$ cat config.mk
export PLATFORM = sky130hd
export DESIGN_NAME = asram_bridge
export DESIGN_NICKNAME = d
export VERILOG_FILES = /design/src/rtl/asb_pkg.sv /design/src/rtl/asb_phase_timer.sv /design/src/rtl/asb_seq.sv /design/src/rtl/asb_lane_path.sv /design/src/rtl/asram_bridge.sv
export SDC_FILE = /design/constraint.sdc
export NUM_CORES = 1
export LEC_CHECK = 0
export ABC_AREA = 0
export BUFFER_PORTS_ARGS = -buffer_cell sky130_fd_sc_hd__buf_4
export CELL_PAD_IN_SITES_DETAIL_PLACEMENT = 1
export CELL_PAD_IN_SITES_GLOBAL_PLACEMENT = 1
export CORE_ASPECT_RATIO = 0.8
export CORE_UTILIZATION = 32
export DETAILED_ROUTE_END_ITERATION = 10
export GPL_ROUTABILITY_DRIVEN = 1
export PLACE_DENSITY = 0.75
export SYNTH_ARGS = -nofsm -noshare
export SYNTH_HDL_FRONTEND = slang
export SYNTH_SLANG_ARGS = --single-unit
$ cat constraint.sdc
create_clock -name clk -period 1.85 [get_ports clk]
set_input_delay 0.0925 -clock clk [delete_from_list [all_inputs] [get_ports clk]]
set_output_delay 0.0925 -clock clk [all_outputs]
set_load 0.02 [all_outputs]
$ cat src/rtl/asb_pkg.sv
`timescale 1ns/1ps
// Shared types and helpers for the asynchronous SRAM bridge.
// Assumes all timing figures are whole nanoseconds.
package asb_pkg;

    typedef enum logic [2:0] {
        PH_IDLE,
        PH_TURN,
        PH_WSETUP,
        PH_WPULSE,
        PH_WREC,
        PH_RACC,
        PH_DONE
    } phase_t;

    // Smallest cycle count covering a nanosecond minimum.
    function automatic int ns_to_cyc(input int ns, input int clk_ns);
        return (ns + clk_ns - 1) / clk_ns;
    endfunction

    function automatic int imax(input int a, input int b);
        return (a > b) ? a : b;
    endfunction

endpackage

$ cat src/rtl/asb_phase_timer.sv
`timescale 1ns/1ps
// Down-counter used for phase lengths and for the bus-release guard.
// Assumes load has priority; expired is high whenever the count is zero.
module asb_phase_timer #(
    parameter int CW = 4
) (
    input  logic          clk,
    input  logic          rst_n,
    input  logic          load,
    input  logic [CW-1:0] load_val,
    output logic          expired
);

    logic [CW-1:0] cnt_q;

    // Load or count down toward zero.
    always_ff @(posedge clk) begin
        if (!rst_n)              cnt_q <= '0;
        else if (load)           cnt_q <= load_val;
        else if (cnt_q != '0)    cnt_q <= cnt_q - 1'b1;
    end

    assign expired = (cnt_q == '0);

endmodule

$ cat src/rtl/asb_seq.sv
`timescale 1ns/1ps
// Phase sequencer: walks each request through its pin phases and
// registers every memory strobe from the next phase so pins never glitch.
// Assumes phase lengths are at least one cycle.
module asb_seq
    import asb_pkg::*;
#(
    parameter int CW        = 4,
    parameter int SETUP_CYC = 1,
    parameter int WP_CYC    = 2,
    parameter int REC_CYC   = 1,
    parameter int RD_CYC    = 3,
    parameter int TA_CYC    = 2
) (
    input  logic          clk,
    input  logic          rst_n,
    input  logic          req_valid,
    input  logic          req_write,
    input  logic          ph_expired,
    input  logic          rel_clear,
    output logic          ph_load,
    output logic [CW-1:0] ph_val,
    output logic          rel_arm,
    output logic [CW-1:0] rel_val,
    output logic          accept,
    output logic          capture,
    output logic          lanes_on,
    output logic          ce_n,
    output logic          we_n,
    output logic          oe_n,
    output logic          dq_oe,
    output logic          ready
);

    localparam logic [CW-1:0] L_SETUP = CW'(SETUP_CYC - 1);
    localparam logic [CW-1:0] L_WP    = CW'(WP_CYC - 1);
    localparam logic [CW-1:0] L_REC   = CW'(REC_CYC - 1);
    localparam logic [CW-1:0] L_RD    = CW'(RD_CYC - 1);
    localparam logic [CW-1:0] L_TA    = CW'(TA_CYC);

    phase_t phase_q, nxt;

    // Next-phase selection and timer loads.
    always_comb begin
        nxt     = phase_q;
        ph_load = 1'b0;
        ph_val  = '0;
        rel_arm = 1'b0;
        capture = 1'b0;
        unique case (phase_q)
            PH_IDLE: begin
                if (req_valid) begin
                    if (req_write) begin
                        if (rel_clear) begin
                            nxt     = PH_WSETUP;
                            ph_load = 1'b1;
                            ph_val  = L_SETUP;
                        end else begin
                            nxt = PH_TURN;
                        end
                    end else begin
                        nxt     = PH_RACC;
                        ph_load = 1'b1;
                        ph_val  = L_RD;
                    end
                end
            end
            PH_TURN: begin
                if (rel_clear) begin
                    nxt     = PH_WSETUP;
                    ph_load = 1'b1;
                    ph_val  = L_SETUP;
                end
            end
            PH_WSETUP: begin
                if (ph_expired) begin
                    nxt     = PH_WPULSE;
                    ph_load = 1'b1;
                    ph_val  = L_WP;
                end
            end
            PH_WPULSE: begin
                if (ph_expired) begin
                    nxt     = PH_WREC;
                    ph_load = 1'b1;
                    ph_val  = L_REC;
                end
            end
            PH_WREC: begin
                if (ph_expired) nxt = PH_DONE;
            end
            PH_RACC: begin
                if (ph_expired) begin
                    nxt     = PH_DONE;
                    capture = 1'b1;
                    rel_arm = 1'b1;
                end
            end
            PH_DONE: nxt = PH_IDLE;
            default: nxt = PH_IDLE;
        endcase
    end

    assign accept  = (phase_q == PH_IDLE) && req_valid;
    assign rel_val = L_TA;

    // Phase register.
    always_ff @(posedge clk) begin
        if (!rst_n) phase_q <= PH_IDLE;
        else        phase_q <= nxt;
    end

    // Registered strobes decoded from the next phase.
    always_ff @(posedge clk) begin
        if (!rst_n) begin
            ce_n     <= 1'b1;
            we_n     <= 1'b1;
            oe_n     <= 1'b1;
            dq_oe    <= 1'b0;
            lanes_on <= 1'b0;
            ready    <= 1'b0;
        end else begin
            ce_n     <= !(nxt inside {PH_WSETUP, PH_WPULSE, PH_WREC, PH_RACC});
            we_n     <= (nxt != PH_WPULSE);
            oe_n     <= (nxt != PH_RACC);
            dq_oe    <= (nxt inside {PH_WSETUP, PH_WPULSE, PH_WREC});
            lanes_on <= (nxt inside {PH_WSETUP, PH_WPULSE, PH_WREC, PH_RACC});
            ready    <= (nxt == PH_DONE);
        end
    end

endmodule

$ cat src/rtl/asb_lane_path.sv
`timescale 1ns/1ps
// Request holding registers, per-lane select decode and read capture.
// Assumes the data width is a whole number of 8-bit lanes.
module asb_lane_path #(
    parameter int AW    = 18,
    parameter int DW    = 16,
    parameter int LANES = DW / 8
) (
    input  logic             clk,
    input  logic             rst_n,
    input  logic             accept,
    input  logic [AW-1:0]    req_addr,
    input  logic [DW-1:0]    req_wdata,
    input  logic [LANES-1:0] req_lanes,
    input  logic             lanes_on,
    input  logic             capture,
    input  logic [DW-1:0]    mem_dq_in,
    output logic [AW-1:0]    mem_addr,
    output logic [DW-1:0]    mem_dq_out,
    output logic [LANES-1:0] mem_bsel_n,
    output logic [DW-1:0]    rsp_rdata
);

    logic [LANES-1:0] lanes_q;
    logic [DW-1:0]    cap_val;

    // Hold the request for the whole access.
    always_ff @(posedge clk) begin
        if (!rst_n) begin
            mem_addr   <= '0;
            mem_dq_out <= '0;
            lanes_q    <= '0;
        end else if (accept) begin
            mem_addr   <= req_addr;
            mem_dq_out <= req_wdata;
            lanes_q    <= req_lanes;
        end
    end

    for (genvar g = 0; g < LANES; g++) begin : g_lane
        assign mem_bsel_n[g]      = !(lanes_on && lanes_q[g]);
        assign cap_val[g*8 +: 8]  = lanes_q[g] ? mem_dq_in[g*8 +: 8] : 8'h00;
    end

    // Capture read data at the end of the access phase.
    always_ff @(posedge clk) begin
        if (!rst_n)       rsp_rdata <= '0;
        else if (capture) rsp_rdata <= cap_val;
    end

endmodule

$ cat src/rtl/asram_bridge.sv
`timescale 1ns/1ps
// Asynchronous SRAM bridge top: converts held single-word requests into
// self-timed memory pin sequences. Phase lengths come from nanosecond
// minimums rounded up to whole cycles of CLK_NS.
module asram_bridge
    import asb_pkg::*;
#(
    parameter int AW            = 18,
    parameter int DW            = 16,
    parameter int CLK_NS        = 4,
    parameter int ADDR_SETUP_NS = 1,
    parameter int WR_PULSE_NS   = 7,
    parameter int WR_DSETUP_NS  = 5,
    parameter int WR_CYCLE_NS   = 10,
    parameter int RD_ACCESS_NS  = 10,
    parameter int RD_OE_NS      = 5,
    parameter int OE_RELEASE_NS = 5
) (
    input  logic              clk,
    input  logic              rst_n,
    input  logic              req_valid,
    input  logic              req_write,
    input  logic [AW-1:0]     req_addr,
    input  logic [DW-1:0]     req_wdata,
    input  logic [DW/8-1:0]   req_lanes,
    output logic              req_ready,
    output logic [DW-1:0]     rsp_rdata,
    output logic              mem_ce_n,
    output logic              mem_we_n,
    output logic              mem_oe_n,
    output logic [DW/8-1:0]   mem_bsel_n,
    output logic [AW-1:0]     mem_addr,
    output logic [DW-1:0]     mem_dq_out,
    output logic              mem_dq_oe,
    input  logic [DW-1:0]     mem_dq_in
);

    localparam int LANES     = DW / 8;
    localparam int SETUP_CYC = imax(1, ns_to_cyc(ADDR_SETUP_NS, CLK_NS));
    localparam int WP_CYC    = imax(1, ns_to_cyc(imax(WR_PULSE_NS, WR_DSETUP_NS), CLK_NS));
    localparam int REC_CYC   = imax(1, ns_to_cyc(WR_CYCLE_NS, CLK_NS) - SETUP_CYC - WP_CYC);
    localparam int RD_CYC    = imax(1, ns_to_cyc(imax(RD_ACCESS_NS, RD_OE_NS), CLK_NS));
    localparam int TA_CYC    = imax(1, ns_to_cyc(OE_RELEASE_NS, CLK_NS));
    localparam int MAX_CYC   = imax(imax(SETUP_CYC, WP_CYC), imax(imax(REC_CYC, RD_CYC), TA_CYC));
    localparam int CW        = imax(1, $clog2(MAX_CYC + 1));

    logic          ph_load, ph_expired, rel_arm, rel_clear;
    logic [CW-1:0] ph_val, rel_val;
    logic          accept, capture, lanes_on;

    asb_seq #(
        .CW(CW), .SETUP_CYC(SETUP_CYC), .WP_CYC(WP_CYC),
        .REC_CYC(REC_CYC), .RD_CYC(RD_CYC), .TA_CYC(TA_CYC)
    ) u_seq (
        .clk(clk), .rst_n(rst_n),
        .req_valid(req_valid), .req_write(req_write),
        .ph_expired(ph_expired), .rel_clear(rel_clear),
        .ph_load(ph_load), .ph_val(ph_val),
        .rel_arm(rel_arm), .rel_val(rel_val),
        .accept(accept), .capture(capture), .lanes_on(lanes_on),
        .ce_n(mem_ce_n), .we_n(mem_we_n), .oe_n(mem_oe_n),
        .dq_oe(mem_dq_oe), .ready(req_ready)
    );

    // Length of the current phase.
    asb_phase_timer #(.CW(CW)) u_phase_tmr (
        .clk(clk), .rst_n(rst_n),
        .load(ph_load), .load_val(ph_val), .expired(ph_expired)
    );

    // Bus-release guard armed when output enable is withdrawn.
    asb_phase_timer #(.CW(CW)) u_release_tmr (
        .clk(clk), .rst_n(rst_n),
        .load(rel_arm), .load_val(rel_val), .expired(rel_clear)
    );

    asb_lane_path #(.AW(AW), .DW(DW), .LANES(LANES)) u_lanes (
        .clk(clk), .rst_n(rst_n),
        .accept(accept), .req_addr(req_addr), .req_wdata(req_wdata),
        .req_lanes(req_lanes), .lanes_on(lanes_on), .capture(capture),
        .mem_dq_in(mem_dq_in), .mem_addr(mem_addr), .mem_dq_out(mem_dq_out),
        .mem_bsel_n(mem_bsel_n), .rsp_rdata(rsp_rdata)
    );

endmodule

==> results of run 1 <==
-- state kept, by name (all words and copies together), names as in the netlist --
| register | cells |
|---|---|
| u_release_tmr.cnt_q | 2 |
| u_seq.dq_oe | 1 |
| u_seq.phase_q | 3 |
| u_seq.lanes_on | 1 |
| u_seq.we_n | 1 |
| u_seq.ce_n | 1 |
| u_phase_tmr.cnt_q | 2 |
| u_lanes.lanes_q | 2 |
| u_lanes.mem_addr | 18 |
| u_lanes.rsp_rdata | 16 |
| u_seq.oe_n | 1 |
| u_seq.ready | 1 |
| u_lanes.mem_dq_out | 16 |
-- where the power goes --
group	switching [W]	leakage [nW]	total (W)	internal [W]
Clock	0.000512	0.106	0.00130	0.000787
Combinational	0.000919	1.10	0.00164	0.000719
Sequential	0.000120	0.530	0.00174	0.00162
-- logic make-up after synthesis --
family                   Yosys count  share of synthesized area (%)
AND/OR/NAND/NOR                  103                          19.62
adder cells (fa/ha/maj)            1                         0.5375
AO/OA/AOI/OAI                     70                          19.25
flip-flops                        65                          55.91
XOR/XNOR                           1                         0.3764
buffers and inverters             23                          4.301
-- per-layer routing --
metal / vias up / track usage (%) / share of wire, %
met5: - / 0 / 0
met4: 0 / 6.176 / 0.76
met3: 7 / 5.877 / 4.9
met2: 68 / 35.77 / 52
met1: 1158 / 22.97 / 42
li1: 1210 / - / -
-- layout make-up --
cell class	instances	area [um2]	share of cell area, %
well taps	87	108.9	2.758
clock buffers	12	145.1	3.678
inverters	4	15.01	0.3805
repair buffers	166	1369	34.69
multi-input cells	175	942.2	23.87
flip-flops and latches	65	1301	32.97
clock inverters	3	65.06	1.649
-- worst paths after layout --
check                       startpoint              endpoint  slack, ns  depth (start not counted)
setup reg to reg  u_phase_tmr.cnt_q[0]  u_lanes.rsp_rdata[9]       0.12                          6
hold reg to reg   u_lanes.mem_addr[10]  u_lanes.mem_addr[10]       0.46                          2
setup / recovery  u_phase_tmr.cnt_q[0]  u_lanes.rsp_rdata[9]       0.12                          6
hold / removal             req_addr[2]   u_lanes.mem_addr[2]       0.01                          3
-- per-stage QoR --
| step | util (%) | cells | hold WS (ns) |
|---|---|---|---|
| 2_1_floorplan | - | 263 | 0.1687 |
| 3_3_place_gp | 47.21 | 453 | 0.3030 |
| 3_5_place_dp | 47.21 | 453 | 0.3062 |
| 4_1_cts | 56.56 | 512 | 0.0003103 |
| 5_1_grt | 56.71 | 512 | 0.008507 |
| 6_report | 56.71 | 512 | 0.009686 |
-- placed cells by master, fill, tap and decap left out, types with 2 or more instances in the layout --
cell type,instances
buf_4,121
nand2_1,79
dfxtp_1,65
dlygate4sd3_1,44
a21oi_1,39
a22o_1,18
clkbuf_8,10
o21ai_0,5
nor2_1,4
inv_1,3
nor2b_1,3
or3_1,2
nor4b_1,2
nor3_2,2
o21a_1,2
and2_1,2
clkbuf_1,2
bufinv_16,2
-- worst max-delay path, stage by stage (launching register included) --
cell and delay [ns]:
dfxtp_1 0.33, inv_1 0.06, ha_1 0.24, nand2_1 0.11
nor4_1 0.34, and2_1 0.39, a22o_1 0.20
-- what timing repair did --
item / CTS / global route
hold endpoints to repair: 44 / 0
hold buffers: 44 / 0
gates resized for setup: 0 / 2
setup endpoints to repair: 0 / 2
==> impl_metrics.tcl, run 1 <==
set metrics [dict create \
    total_power_w 0.004682 \
    grt-ovfl-total 0 \
    ant_nets 0 \
    synth_edf_count 0 \
    fmax_mhz 577.0 \
    ys.flop_type "dfxtp_1" \
    crit_fanout 8 \
    place_congestion 0.7796 \
    htree_levels 3 \
    power.density_mw_per_mm2 1186 \
    outcome "finished clean" \
    finalCriticalPeriod_ns 1.733 \
    drt_first_iter_violations 107 \
    post_dp_cell_area_mm2 0.003286 \
    grt.total_usage_pct 19.93 \
    post-route-period-util_pct 93.68 \
    worstPathArrival_ns 2.01 \
    required_ns 2.12 \
    drive_gt1_share_pct 33.18 \
    worst_slew_pin_slew_ns 0.6107 \
    synth_top_area_share_pct 55.91 \
    slew_viol_final 0 \
    synthToLayoutAreaGrowth_pct 69.57 \
    start_util_pct 33.44 \
    peakVddDrop_mv 0.5139 \
    fin_skew_ns 0.007724 \
    hp-class "input port to flip-flop" \
    post_cts_buffers 0 \
    io_buffer_count 112 \
    relSlewSlack_pct 58.72 \
    cts-root-buf "clkbuf_8" \
    ys_async_sr_fraction_pct 0 \
    antenna_found_initial 0 \
    start_kind "flip-flop" \
    wl_mm 7.517 \
    die_area_mm2 0.007620 \
    numCtsBuffers 9 \
    wl_per_cell_um 14.68 \
    antenna_cells 0 \
    fin_tns_setup_ns 0 \
    final_area_mm2 0.003946 \
    worst_slack_ns 0.1169 \
    netlist_instances 263 \
    dp_slack_ns 0.1538 \
    num_rows 27 \
    synth_top_area_cell "dfxtp_1" \
    cts.sinks 65 \
    fill_cells 824 \
    rsz0062_at_grt "false" \
    viasPerCell 4.771 \
    synth_nets 320 \
    finalNetCount 478 \
    clk_latency_ns 0.34 \
    ys_top_cells_by_count "nand2_1 (79), dfxtp_1 (65), a21oi_1 (39)" \
    grt_pass1_vias 2540 \
    core_mm2 0.006959 \
    synth_area_leaders "dfxtp_1 (56%), nand2_1 (13%), a21oi_1 (8.4%), a22o_1 (6.8%), buf_2 (2.4%)" \
    synth_cell_types 31 \
    firstDrtPassIters 4 \
    grt_max_degree 37 \
    cts_tree "done" \
    endpoint_kind "flip-flop" \
    max_cap_viol_count 0 \
    post-synth-top-count-cell "nand2_1" \
    syn_area_mm2 0.002327 \
    synth_area_per_cell_um2 8.849 \
    finalHoldViolCount 0 \
    clk_pin_slew_ns 0.06 \
    yosys_warnings 0 \
    via_count 2443 \
    die_width_um 97.35 \
    setup_viol 0 \
    die_h_um 78.28 \
    synth_seq_area_share_pct 55.91 \
    clk_path_buf_depth 2 \
    path_class "flip-flop to flip-flop" \
    dp.final_hpwl_mm 4.898 \
    grt_pass1_wl_mm 12.03 \
    route.detailed.drc 0 \
    p_leak_nw 1.737 \
    yosys_register_bits 65 \
    ios 113 \
]
Power figures use the tool's default switching activity.
==> run 2, diff against run 1 <==
--- a/config.mk
+++ b/config.mk
@@ -6,14 +6,14 @@
 export NUM_CORES = 1
 export LEC_CHECK = 0
 export ABC_AREA = 0
-export BUFFER_PORTS_ARGS = -buffer_cell sky130_fd_sc_hd__buf_4
+export BUFFER_PORTS_ARGS = -buffer_cell sky130_fd_sc_hd__buf_2
 export CELL_PAD_IN_SITES_DETAIL_PLACEMENT = 1
 export CELL_PAD_IN_SITES_GLOBAL_PLACEMENT = 1
 export CORE_ASPECT_RATIO = 0.8
 export CORE_UTILIZATION = 32
 export DETAILED_ROUTE_END_ITERATION = 10
 export GPL_ROUTABILITY_DRIVEN = 1
-export PLACE_DENSITY = 0.75
+export PLACE_DENSITY = 0.81
 export SYNTH_ARGS = -nofsm -noshare
 export SYNTH_HDL_FRONTEND = slang
 export SYNTH_SLANG_ARGS = --single-unit
==> run 2 against run 1 <==
Effect of this change:
- power is 0.59% lower
- first-iteration DRC count is 68% lower
- fmax is 3.7% higher
- final cell count is 1.6% higher
- final area is 4.8% lower
- clock power is 5% higher
- register-to-register slack better by 0.06 ns
- worst setup slack better by 0.062 ns
- clock skew hardly changed
- highest routed layer unchanged
- non-clock buffer count is 7 higher
- critical endpoint is now u_phase_tmr.cnt_q[0]
- sequential power hardly changed
==> impl_metrics.tcl, run 2 (same netlist as run 1, synthesis figures left out) <==
set metrics [dict create \
    cts_tree "done" \
    dr_wl_met2_mm 4.348 \
    cts.sinks 65 \
    relSlewSlack_pct 70.18 \
    via_count 2515 \
    crit_slowest_cell "a222oi_1" \
    finalNetCount 485 \
    fill_cells 841 \
    share_comb_of_total_power_pct 33.3 \
    antenna_cells 0 \
    die_area_mm2 0.007620 \
    final_common_cell "buf_2" \
    required_ns 2.11 \
    clk_latency_ns 0.34 \
    multiInputGateArea_um2 954.7 \
    max_flop_register "u_lanes.mem_addr" \
    die_h_um 78.28 \
    antenna_found_initial 0 \
    final_util_pct 53.97 \
    synthToLayoutAreaGrowth_pct 61.40 \
    grt-ovfl-total 0 \
    cp.buffers_inverters 2 \
    cts-root-buf "clkbuf_8" \
    grt_max_degree 37 \
    die_width_um 97.35 \
    num_rows 27 \
    worstPathArrival_ns 1.93 \
    regArea_mm2 0.001301 \
    drt_first_iter_violations 34 \
    path_cells "inv_1 > ha_1 > buf_4 > a222oi_1 > o21ai_0 > a21oi_1" \
    numCtsBuffers 9 \
    dp.final_hpwl_mm 4.842 \
    post_cts_buffers 0 \
    switching_share_pct 34.51 \
    slew_viol_final 0 \
    final_cell_mix "buf_2 (112), nand2_1 (79), dfxtp_1 (65), dlygate4sd3_1 (50), a21oi_1 (39)" \
    reg_top3 "u_lanes.mem_addr: 18 flops, u_lanes.mem_dq_out: 16 flops, u_lanes.rsp_rdata: 16 flops" \
    fin_tns_setup_ns 0 \
    power_frac_clock_pct 29.4 \
    grt_pass1_wl_mm 13.15 \
    viasPerCell 4.837 \
    clk_pin_slew_ns 0.07 \
    path_class "flip-flop to flip-flop" \
    start_util_pct 33.44 \
    setup_viol 0 \
    fin_skew_ns 0.008194 \
    rsz0062_at_grt "false" \
    largest_reg_flops 18 \
    drive_gt1_share_pct 33.95 \
    wl_met1_mm 3.224 \
    ios 113 \
    route.detailed.drc 0 \
    route.met3.wl_um 354 \
    highest_layer "met4" \
    htree_levels 3 \
    power.internal_w 0.003048 \
    crit_fanout 6 \
    finalCriticalPeriod_ns 1.672 \
    clk_path_buf_depth 2 \
    peakVddDrop_mv 0.5734 \
    p_leak_nw 1.719 \
    finalHoldViolCount 0 \
    crit_family "compound AO/OA/AOI/OAI gates" \
    io_buffer_count 112 \
    share_seq_of_total_power_pct 37.3 \
    max_stage_delay_ns 0.41 \
    start_kind "flip-flop" \
    fmax_mhz 598.3 \
    hp-class "input port to flip-flop" \
    max_cap_viol_count 0 \
    ant_nets 0 \
    post-route-period-util_pct 90.35 \
    wl_per_cell_um 15.54 \
    place_congestion 0.7824 \
    outcome "finished clean" \
    wl_mm 8.079 \
    power.density_mw_per_mm2 1239 \
    grt.total_usage_pct 21.87 \
    grt_pass1_vias 2727 \
    firstDrtPassIters 5 \
    holdWs_ns 0.01280 \
    worst_slew_pin_slew_ns 0.4461 \
    power.switching_w 0.001606 \
    core_mm2 0.006959 \
    endpoint_kind "flip-flop" \
]
-- run 2: cell types whose count changed in the layout (fill, tap and decap cells not counted), sizes merged --
| cell | delta |
|---|---|
| clkinvlp | +1 |
| clkbuf | -1 |
| clkinv | +1 |
| buf | +1 |
| dlygate4sd3 | +6 |
-- run 2: area by class of cell --
class / count / area share (%)
clock buffer: 11 / 4.031
clock inverter: 5 / 2.065
inverter: 4 / 0.3997
multi-input combinational: 175 / 25.42
sequential: 65 / 34.64
tap: 87 / 2.898
timing repair buffer: 173 / 30.55
-- run 2: routing by layer --
| metal | track usage, % | vias up |
|---|---|---|
| li1 | - | 1223 |
| met1 | 22.92 | 1203 |
| met2 | 42.25 | 75 |
| met3 | 5.432 | 14 |
| met4 | 8.235 | 0 |
| met5 | 0 | - |
-- run 2: worst reg2reg max path: cells and delay by family, from the launching register on --
family,cells,cell delay [ns]
fa+ha+maj,1,0.27
flops,1,0.36
buf+inv,2,0.25
compound gates,3,0.72
-- run 2: power groups by stage --
stage | sequential (W) | combinational [W] | clock [W]
after floorplan | 0.00196 | 0.000757 | 0
after global placement | 0.00175 | 0.00136 | 0
after detailed placement | 0.00176 | 0.00143 | 0
after CTS | 0.00173 | 0.00151 | 0.00140
after global routing | 0.00176 | 0.00172 | 0.00146
final | 0.00174 | 0.00155 | 0.00137
-- run 2: worst paths after layout --
check / from / endpoint / slack, ns / depth (start not counted)
worst max-delay path: u_phase_tmr.cnt_q[0] / u_phase_tmr.cnt_q[0] / 0.18 / 6
worst min-delay path: req_wdata[7] / u_lanes.mem_dq_out[7] / 0.01 / 3
worst max register to register: u_phase_tmr.cnt_q[0] / u_phase_tmr.cnt_q[0] / 0.18 / 6
worst min register to register: u_lanes.mem_addr[17] / u_lanes.mem_addr[17] / 0.45 / 2
-- run 2: repair_timing --
action,in CTS,in global routing
gates resized for setup,0,5
hold buffers,50,0
endpoints found under the hold margin,50,0
endpoints found under the setup margin,0,10
-- run 2: per-stage QoR --
stage / std cells / cell area (um2) / total power [W] / worst slack, ns
final: 520 / 3756 / 0.004655 / 0.1785
after global routing: 520 / 3756 / 0.004938 / 0.04378
after CTS: 520 / 3730 / 0.004650 / 0.1251
after detailed placement: 454 / 3000 / 0.003190 / 0.1525
after global placement: 454 / 3000 / 0.003114 / 0.2623
after floorplan: 263 / 2327 / 0.002714 / 0.1959
